**config.mk**
```make
export PLATFORM = sky130hd
export DESIGN_NAME = tmr_bank
export DESIGN_NICKNAME = d
export VERILOG_FILES = /design/src/rtl/tmr_bank_pkg.sv /design/src/rtl/tmr_bank_decode.sv /design/src/rtl/tmr_bank_ctrl.sv /design/src/rtl/tmr_bank_chan.sv /design/src/rtl/tmr_bank.sv
export SDC_FILE = /design/constraint.sdc
export NUM_CORES = 1
export LEC_CHECK = 0
export ABC_AREA = 1
export BUFFER_PORTS_ARGS = -buffer_cell sky130_fd_sc_hd__buf_2
export CAP_MARGIN = 20
export CORE_ASPECT_RATIO = 2
export CORE_MARGIN = 2
export CORE_UTILIZATION = 58
export CTS_CLUSTER_SIZE = 12
export DETAILED_ROUTE_END_ITERATION = 12
export GPL_ROUTABILITY_DRIVEN = 0
export PLACE_DENSITY = 0.78
export SETUP_SLACK_MARGIN = 0.3
export SYNTH_ARGS = -nofsm -noshare
export SYNTH_HDL_FRONTEND = slang
export SYNTH_SLANG_ARGS = --single-unit
```
**constraint.sdc**
```tcl
create_clock -name clk_i -period 2 [get_ports clk_i]
set_input_delay 0.3 -clock clk_i [delete_from_list [all_inputs] [get_ports clk_i]]
set_output_delay 0.3 -clock clk_i [all_outputs]
set_load 0.05 [all_outputs]
```
**src/rtl/tmr_bank_pkg.sv**
```systemverilog
package tmr_bank_pkg;
  localparam int N_CH     = 5;
  localparam int LAST_CH  = N_CH - 1;
  localparam int OFF_CTRL = 'h08;

  typedef enum logic [2:0] {
    RK_NONE, RK_CTRL, RK_CBUF, RK_MBUF, RK_LIVE
  } reg_kind_e;

  function automatic int grp_base(int ch);
    return (ch == 0) ? 0 : 4 + 4 * ch;
  endfunction

  function automatic int start_bit(int ch);
    return grp_base(ch);
  endfunction

  function automatic int mupd_bit(int ch);
    return grp_base(ch) + 1;
  endfunction

  function automatic int inv_bit(int ch);
    return grp_base(ch) + 2;
  endfunction

  // last channel has no inverter, its reload bit moves down one
  function automatic int arel_bit(int ch);
    return (ch == LAST_CH) ? grp_base(ch) + 2 : grp_base(ch) + 3;
  endfunction

  function automatic logic [31:0] ctrl_mask();
    logic [31:0] m;
    m = '0;
    for (int c = 0; c < N_CH; c++) begin
      m[start_bit(c)] = 1'b1;
      m[mupd_bit(c)]  = 1'b1;
      m[arel_bit(c)]  = 1'b1;
      if (c != LAST_CH) m[inv_bit(c)] = 1'b1;
    end
    return m;
  endfunction

  function automatic int cbuf_off(int ch);
    return 'h0C + 'hC * ch;
  endfunction

  function automatic int mbuf_off(int ch);
    return 'h10 + 'hC * ch;
  endfunction

  function automatic int live_off(int ch);
    return (ch == LAST_CH) ? cbuf_off(ch) + 4 : 'h14 + 'hC * ch;
  endfunction
endpackage

```
**src/rtl/tmr_bank_decode.sv**
```systemverilog
module tmr_bank_decode
  import tmr_bank_pkg::*;
#(
  parameter int ADDR_W = 8,
  parameter int IDX_W  = 3
) (
  input  logic [ADDR_W-1:0] addr_i,
  output reg_kind_e         kind_o,
  output logic [IDX_W-1:0]  idx_o
);
  always_comb begin
    kind_o = RK_NONE;
    idx_o  = '0;
    if (addr_i == ADDR_W'(OFF_CTRL)) kind_o = RK_CTRL;
    for (int c = 0; c < N_CH; c++) begin
      if (addr_i == ADDR_W'(cbuf_off(c))) begin
        kind_o = RK_CBUF;
        idx_o  = IDX_W'(c);
      end
      if (c != LAST_CH && addr_i == ADDR_W'(mbuf_off(c))) begin
        kind_o = RK_MBUF;
        idx_o  = IDX_W'(c);
      end
      if (addr_i == ADDR_W'(live_off(c))) begin
        kind_o = RK_LIVE;
        idx_o  = IDX_W'(c);
      end
    end
  end
endmodule

```
**src/rtl/tmr_bank_ctrl.sv**
```systemverilog
module tmr_bank_ctrl
  import tmr_bank_pkg::*;
#(
  parameter int DATA_W = 32
) (
  input  logic              clk_i,
  input  logic              rst_ni,
  input  logic              we_i,
  input  logic [DATA_W-1:0] wdata_i,
  input  logic [N_CH-1:0]   uflow_i,
  output logic [DATA_W-1:0] ctrl_o,
  output logic [N_CH-1:0]   run_o,
  output logic [N_CH-1:0]   ld_o,
  output logic [N_CH-1:0]   arel_o,
  output logic [N_CH-1:0]   inv_o
);
  localparam logic [DATA_W-1:0] CTRL_MASK = DATA_W'(ctrl_mask());

  logic [DATA_W-1:0] ctrl_q, ctrl_d;

  always_comb begin
    ctrl_d = ctrl_q;
    if (we_i) begin
      ctrl_d = wdata_i & CTRL_MASK;
    end else begin
      for (int c = 0; c < N_CH; c++)
        if (uflow_i[c] && !ctrl_q[arel_bit(c)]) ctrl_d[start_bit(c)] = 1'b0;
    end
  end

  always_ff @(posedge clk_i or negedge rst_ni) begin
    if (!rst_ni) ctrl_q <= '0;
    else         ctrl_q <= ctrl_d;
  end

  assign ctrl_o = ctrl_q;

  for (genvar c = 0; c < N_CH; c++) begin : g_bits
    localparam int SB = start_bit(c);
    localparam int MB = mupd_bit(c);
    localparam int AB = arel_bit(c);
    assign run_o[c]  = ctrl_q[SB];
    assign arel_o[c] = ctrl_q[AB];
    assign ld_o[c]   = we_i && wdata_i[MB] && !ctrl_q[MB];
    if (c != LAST_CH) begin : g_inv
      assign inv_o[c] = ctrl_q[inv_bit(c)];
    end else begin : g_noinv
      assign inv_o[c] = 1'b0;
    end


    one_shot_stop_chk: assert property (@(posedge clk_i) disable iff (!rst_ni)
      uflow_i[c] && !arel_o[c] && !we_i |=> !run_o[c]);

    reload_keeps_run_chk: assert property (@(posedge clk_i) disable iff (!rst_ni)
      uflow_i[c] && arel_o[c] && !we_i |=> run_o[c]);
  end
endmodule

```
**src/rtl/tmr_bank_chan.sv**
```systemverilog
module tmr_bank_chan #(
  parameter int DATA_W  = 32,
  parameter bit HAS_CMP = 1'b1
) (
  input  logic              clk_i,
  input  logic              rst_ni,
  input  logic              tick_i,
  input  logic              run_i,
  input  logic              ld_i,
  input  logic              arel_i,
  input  logic              inv_i,
  input  logic              wr_cbuf_i,
  input  logic              wr_mbuf_i,
  input  logic [DATA_W-1:0] wdata_i,
  output logic [DATA_W-1:0] cnt_o,
  output logic [DATA_W-1:0] cbuf_o,
  output logic [DATA_W-1:0] mbuf_o,
  output logic              uflow_o,
  output logic              event_o,
  output logic              pwm_o
);
  logic [DATA_W-1:0] cnt_q, cbuf_q;
  logic              ev_q;

  assign uflow_o = run_i && tick_i && !ld_i && (cnt_q == '0);

  always_ff @(posedge clk_i or negedge rst_ni) begin
    if (!rst_ni) begin
      cnt_q  <= '0;
      cbuf_q <= '0;
      ev_q   <= 1'b0;
    end else begin
      ev_q <= uflow_o;
      if (wr_cbuf_i) cbuf_q <= wdata_i;
      if (ld_i) begin
        cnt_q <= cbuf_q;
      end else if (run_i && tick_i) begin
        if (cnt_q != '0)  cnt_q <= cnt_q - DATA_W'(1);
        else if (arel_i)  cnt_q <= cbuf_q;
      end
    end
  end

  if (HAS_CMP) begin : g_cmp
    logic [DATA_W-1:0] mbuf_q;
    always_ff @(posedge clk_i or negedge rst_ni) begin
      if (!rst_ni)        mbuf_q <= '0;
      else if (wr_mbuf_i) mbuf_q <= wdata_i;
    end
    assign mbuf_o = mbuf_q;
    assign pwm_o  = (run_i && (cnt_q <= mbuf_q)) ^ inv_i;
  end else begin : g_tog
    logic tog_q;
    logic unused_in;
    assign unused_in = wr_mbuf_i ^ inv_i;
    always_ff @(posedge clk_i or negedge rst_ni) begin
      if (!rst_ni)      tog_q <= 1'b0;
      else if (uflow_o) tog_q <= ~tog_q;
    end
    assign mbuf_o = '0;
    assign pwm_o  = tog_q;
  end

  assign cnt_o   = cnt_q;
  assign cbuf_o  = cbuf_q;
  assign event_o = ev_q;


  manual_load_chk: assert property (@(posedge clk_i) disable iff (!rst_ni)
    ld_i && !wr_cbuf_i |=> cnt_q == $past(cbuf_q));

  count_step_chk: assert property (@(posedge clk_i) disable iff (!rst_ni)
    run_i && tick_i && !ld_i && cnt_q != '0 |=> cnt_q == $past(cnt_q) - DATA_W'(1));

  idle_hold_chk: assert property (@(posedge clk_i) disable iff (!rst_ni)
    !run_i && !ld_i |=> $stable(cnt_q));

  reload_value_chk: assert property (@(posedge clk_i) disable iff (!rst_ni)
    uflow_o && arel_i |=> cnt_q == $past(cbuf_q));

  event_pulse_chk: assert property (@(posedge clk_i) disable iff (!rst_ni)
    event_o |-> $past(run_i && tick_i && cnt_q == '0));
endmodule

```
**src/rtl/tmr_bank.sv**
```systemverilog
module tmr_bank
  import tmr_bank_pkg::*;
#(
  parameter int DATA_W = 32,
  parameter int ADDR_W = 8
) (
  input  logic              clk_i,
  input  logic              rst_ni,
  input  logic [N_CH-1:0]   tick_i,
  input  logic              we_i,
  input  logic [ADDR_W-1:0] addr_i,
  input  logic [DATA_W-1:0] wdata_i,
  output logic [DATA_W-1:0] rdata_o,
  output logic [N_CH-1:0]   event_o,
  output logic [N_CH-1:0]   pwm_o
);
  localparam int IDX_W = $clog2(N_CH);

  reg_kind_e          kind;
  logic [IDX_W-1:0]   idx;
  logic [DATA_W-1:0]  ctrl;
  logic [N_CH-1:0]    run, ld, arel, inv, uflow;
  logic [DATA_W-1:0]  cnt  [N_CH];
  logic [DATA_W-1:0]  cbuf [N_CH];
  logic [DATA_W-1:0]  mbuf [N_CH];

  tmr_bank_decode #(.ADDR_W(ADDR_W), .IDX_W(IDX_W)) u_decode (
    .addr_i (addr_i),
    .kind_o (kind),
    .idx_o  (idx)
  );

  tmr_bank_ctrl #(.DATA_W(DATA_W)) u_ctrl (
    .clk_i   (clk_i),
    .rst_ni  (rst_ni),
    .we_i    (we_i && kind == RK_CTRL),
    .wdata_i (wdata_i),
    .uflow_i (uflow),
    .ctrl_o  (ctrl),
    .run_o   (run),
    .ld_o    (ld),
    .arel_o  (arel),
    .inv_o   (inv)
  );

  for (genvar c = 0; c < N_CH; c++) begin : g_ch
    logic hit;
    assign hit = we_i && (idx == IDX_W'(c));
    tmr_bank_chan #(.DATA_W(DATA_W), .HAS_CMP(c != LAST_CH)) u_chan (
      .clk_i     (clk_i),
      .rst_ni    (rst_ni),
      .tick_i    (tick_i[c]),
      .run_i     (run[c]),
      .ld_i      (ld[c]),
      .arel_i    (arel[c]),
      .inv_i     (inv[c]),
      .wr_cbuf_i (hit && kind == RK_CBUF),
      .wr_mbuf_i (hit && kind == RK_MBUF),
      .wdata_i   (wdata_i),
      .cnt_o     (cnt[c]),
      .cbuf_o    (cbuf[c]),
      .mbuf_o    (mbuf[c]),
      .uflow_o   (uflow[c]),
      .event_o   (event_o[c]),
      .pwm_o     (pwm_o[c])
    );


    event_needs_run_chk: assert property (@(posedge clk_i) disable iff (!rst_ni)
      event_o[c] |-> $past(run[c] && tick_i[c]));
  end

  always_comb begin
    rdata_o = '0;
    if (int'(idx) < N_CH) begin
      unique case (kind)
        RK_CTRL: rdata_o = ctrl;
        RK_CBUF: rdata_o = cbuf[idx];
        RK_MBUF: rdata_o = mbuf[idx];
        RK_LIVE: rdata_o = cnt[idx];
        default: rdata_o = '0;
      endcase
    end
  end


  ctrl_undef_zero_chk: assert property (@(posedge clk_i) disable iff (!rst_ni)
    ctrl[7:4] == 4'h0 && ctrl[DATA_W-1:23] == '0);
endmodule

```
==> out/qor.txt, run 1 <==
Commonest cells in the netlist - 1472 x nand2_1, 522 x inv_1, 480 x nor2_1
Ports - 90
#FFs+latches synth - 473
Warning count from the yosys run - 0
Pin count of the biggest net entering global routing - 65
Root Buffer - clkbuf_16
All-layer global routing usage - 77.6%
Initial Utilization - 58.3%
Status - aborted with a tool error
Width of the die - 169 um
Die Y - 334 um
# H-tree levels - 2
Most common cell in the netlist - nand2_1
Ys flop type - dfrtp_1
Ranking of synthesized cells by area - dfrtp_1 37%, nand2_1 17%, o21ai_0 6.9%
Last stage - global routing
Tool error - [ERROR GRT-0116] Global routing finished with congestion. Check the congestion regions in the DRC Viewer.
PortBufs - 89
Std cell rows - 121
FFs w/ async S/R, synth - 100%
XOR/XNOR Fraction of Synth Area - 3.00%
Largest family of logic cells by synthesized area - simple AND/OR/NAND/NOR gates
Mux share of post-synthesis cell area - 0%
Number of global-route vias before repair - 47800
CTS buffer count - 47
Global route total overflow - 1897
CTS Buffer Depth - 3
First-pass GRT wire length - 332000 um
Post-Syn Instances - 4641
Dominant cell type by area after synthesis - dfrtp_1
Post-Synth Simple-Gate Area - 31.5%
Synth Area in Adders - 5.47%
Post-DP HPWL - 122000 um
Share of the synthesized area in the top cell type - 37.5%
Mean Syn Cell Area - 6.80 um^2
Compound-gate portion of the synthesized area - 13.0%
Post-synthesis sequential area ratio - 37.5%
Placed cell areas - 38700 um^2
Syn_nets - 4827
Cell area after synthesis - 31600 um^2
Post-synth EDFFs - 0
Yosys cell types - 47
CTS Sinks - 473
==> routing by layer <==
metal | global-route usage [%] | GRT overflow
met1 | 74.2 | 22
met2 | 100 | 1259
met3 | 55.5 | 20
met4 | 82.6 | 596
met5 | 30.2 | 0
==> cells by family after synthesis <==
| kind of cell | after synthesis |
|---|---|
| and+or+nand+nor | 2395 |
| AOI/OAI and AO/OA | 788 |
| buffers and inverters | 739 |
| DFF | 473 |
| adders and majority gates | 138 |
| xor gates and xnor gates | 108 |
==> timing repair <==
action / CTS
hold endpoints to repair: 60
resized for setup: 748
gates cloned: 32
hold buffers: 18
buffers inserted: 113
pin swaps: 186
setup endpoints to repair: 460
==> stage by stage <==
step	util (%)	std cells	TNS, ns	setup slack, ns
after detailed placement	71.4	5903	-193.34	-1.09
after global placement	71.4	5903	-168.71	-0.929
after CTS	82.2	6133	-29.03	-0.878
after floorplan	-	4641	0	0.0348
==> run 2: changes to the inputs <==
- CORE_ASPECT_RATIO: 2 -> default
- CORE_UTILIZATION: 58 -> 40
- CTS_CLUSTER_SIZE: 12 -> default
- PLACE_DENSITY: 0.78 -> default
- PLACE_DENSITY_LB_ADDON: default -> 0.15
- SETUP_SLACK_MARGIN: 0.3 -> default
- clock period: 2 -> 2.6 ns (I/O delays scaled with it)
==> out/qor.txt, run 2 <==
Status - complete, but fails checks
Failing checks - setup timing
Combinational fraction of design power - 31.9%
Psw - 9770 uW
Width of the die - 285 um
CP startpoint - g_ch[1].u_chan.mbuf_o[23]$_DFFE_PN0P_
WP buf/inv - 3
# setup viols final - 36
CTS Sinks - 473
Global route total overflow - 0
First-pass GRT wire length - 225000 um
Worst path arrival time - 2.74 ns
Number of global-route vias before repair - 31800
CTS buffer count - 56
Worst-margin pin slew - 0.912 ns
Root Buffer - clkbuf_16
Share of layout cells above drive strength 1 - 24.1%
Worst path depth - 11
Std cell rows - 103
Syn_nets - 4827
Highest Clock Rate - 0.319 GHz
Wire length per cell - 25.5 um
R2r worst-path depth - 13
Ranking of synthesized cells by area - dfrtp_1 37%, nand2_1 17%, o21ai_0 6.9%
Critical path's most frequent cell - nand2_2
Ys flop type - dfrtp_1
Hold Path Class - in2reg
Layout fillers - 7530
CTS tree - done
Area of the core - 78600 um^2
Skew-Pair Late Insertion Delay - 0.64 ns
CP max stage cell - dfrtp_1
Final Cycle Share - 120%
Synth-to-Final Area Change - 35.2%
Vias per std cell - 5.69
RSZ-0062 raised after global routing - true
Pre-antenna DRT Iters - 7
Crit path capture type - output port
Final hold vios - 0
Post-DP HPWL - 120000 um
Clock network power share - 33.8%
Setup Skew - 0.0150 ns
Area of the multi-input gates - 19000 um^2
Most common cell in the netlist - nand2_1
Post-route DRC violation count - 0
Final WL - 159000 um
Warning count from the yosys run - 0
Commonest cells in the netlist - 1472 x nand2_1, 522 x inv_1, 480 x nor2_1
CP Launch Type - register
Initial antenna violation count - 4
Crit Path Max Fanout - 3
Dpl ws - -0.537 ns
Max VDD drop - 0.000467 V
Vias - 35400
Pwr Density - 610 nW/um^2
All-layer global routing usage - 38.4%
P_leak - 0.0206 uW
Slowest stage delay, CP - 0.44 ns
PortBufs - 89
Total Power - 26000 uW
Top delay family on crit path - simple AND/OR/NAND/NOR gates
Final Max Tran Viols - 0
Ports - 90
Reg clk slew, reported paths - 0.06 ns
Int Pwr - 16300 uW
Worst setup margin - -0.531 ns
# H-tree levels - 2
Mean Syn Cell Area - 6.80 um^2
Routed Antenna Nets - 0
Tmin final - 3.13 ns
Reg2reg start - g_ch[3].u_chan.cnt_o[27]$_DFFE_PN0P_
Relative max-transition margin - 39.1%
Sw frac - 37.5%
Pin count of the biggest net entering global routing - 66
FFs w/ async S/R, synth - 100%
Die area - 81200 um^2
Commonest cells after routing, fill and taps aside - 1321 x nand2_1, 484 x inv_1, 453 x dfrtp_1
Post-synth EDFFs - 0
Flop pwr share - 34.3%
Setup CP Type - reg2out
Hold Crit Start - wdata_i[12]
Hold path cells - 3
Most common cell after layout, fill and taps aside - nand2_1
Share of the synthesized area in the top cell type - 37.5%
Final net count - 5316
Initial Utilization - 40.2%
Iter 0 DRT Violations - 5323
Dominant cell type by area after synthesis - dfrtp_1
CTS Buffer Depth - 3
Reg area - 11900 um^2
#FFs+latches synth - 473
Critical Path, Cell by Cell - inv_1, ha_1, nand2_2, nor4_2, buf_4, nand4_1, nand2_2, nand2_1, nand2_1, nand2_2, buf_8
Yosys cell types - 47
Post-Syn Instances - 4641
Die Y - 285 um
Max Cap Violations - 0
Cell area after synthesis - 31600 um^2
Post-synthesis sequential area ratio - 37.5%
CP required - 2.21 ns
run 2: cell counts after synthesis:
No cell type changed its count.
run 2: routing by layer:
layer  track usage, %  vias up  routed length, um
li1                 -    15800                  -
met2             53.5     2461              62900
met4             23.0        4              12600
met5                0        -                 28
met3             9.83      544              20900
met1             53.2    16600              62600
run 2: worst reg2reg max path, cell delays in order (launching register included):
cell and delay (ns):
dfrtp_1 0.42, buf_4 0.18, nor2_2 0.23, nand2_1 0.26, nor3_1 0.27, nand3_1 0.15, nor2_1 0.14, nor2_2 0.08
buf_12 0.15, buf_4 0.17, nor2_1 0.12, nor2_1 0.05, nand2_1 0.05, o21ai_0 0.07
run 2: layout make-up:
type | instances | share of cell area [%]
clock inverter | 30 | 0.984
sequential | 473 | 27.8
antenna | 1 | 0.00586
multi-input combinational | 3429 | 44.4
timing repair inverter | 1 | 0.0176
inverter | 543 | 4.92
timing repair buffer | 626 | 15.1
clock buffer | 71 | 3.70
tap | 1050 | 3.08
run 2: worst paths after layout:
| check | endpoint | slack [ns] |
|---|---|---|
| setup reg to reg | g_ch[3].u_chan.cnt_o[22]$_DFFE_PN0P_ | 0.16 |
| max in group asynchronous | g_ch[2].u_chan.cnt_o[22]$_DFFE_PN0P_ | 1.37 |
| min in group asynchronous | g_ch[3].u_chan.cbuf_o[2]$_DFFE_PN0P_ | 0.32 |
| hold reg to reg | g_ch[4].u_chan.pwm_o$_DFFE_PN0P_ | 0.48 |
| hold / removal | g_ch[0].u_chan.cbuf_o[12]$_DFFE_PN0P_ | 0.008 |
| setup / recovery | pwm_o[1] | -0.53 |
run 2: power groups by stage:
stage	clock network (uW)	logic [uW]	registers (uW)
2_1_floorplan	0	4400	8760
3_3_place_gp	0	7160	8990
3_5_place_dp	0	7200	8990
4_1_cts	8780	7710	8880
5_1_grt	9110	9070	8990
6_report	8800	8310	8930
run 2: kinds of logic (layout without fill, tap and decap cells):
group                      Yosys count  after routing  share of synthesized area [%]
xor gates and xnor gates           108            108                           3.00
other                                0              1                              0
DFF                                473            473                           37.5
and+or+nand+nor                   2395           2395                           31.5
buffers and inverters              739           1271                           9.59
adders and majority gates          138            138                           5.47
AOI/OAI and AO/OA                  788            788                           13.0
run 2: through the flow:
| step | instances | area (um^2) | util (%) | TNS [ns] | hold WS [ns] |
|---|---|---|---|---|---|
| after floorplan | 4641 | 31600 | - | 0 | 0.0944 |
| after global placement | 5981 | 36300 | 46.1 | -20.60 | 0.463 |
| after detailed placement | 5982 | 36300 | 46.1 | -18.65 | 0.464 |
| after CTS | 6183 | 41300 | 52.5 | -3.13 | 0.00128 |
| after global routing | 6223 | 42700 | 54.3 | -8.69 | 0.0227 |
| final | 6224 | 42700 | 54.3 | -6.65 | 0.00832 |
run 2: repair_timing:
action                                  4_1_cts  5_1_grt
pin swaps                                   125      140
endpoints found under the setup margin       36       63
cloned                                       11        3
buffers inserted                             97       46
endpoints found under the hold margin        46        0
resized for setup                           580      293
hold buffers                                  2        0
No activity file was read; power rests on OpenSTA's default activity.
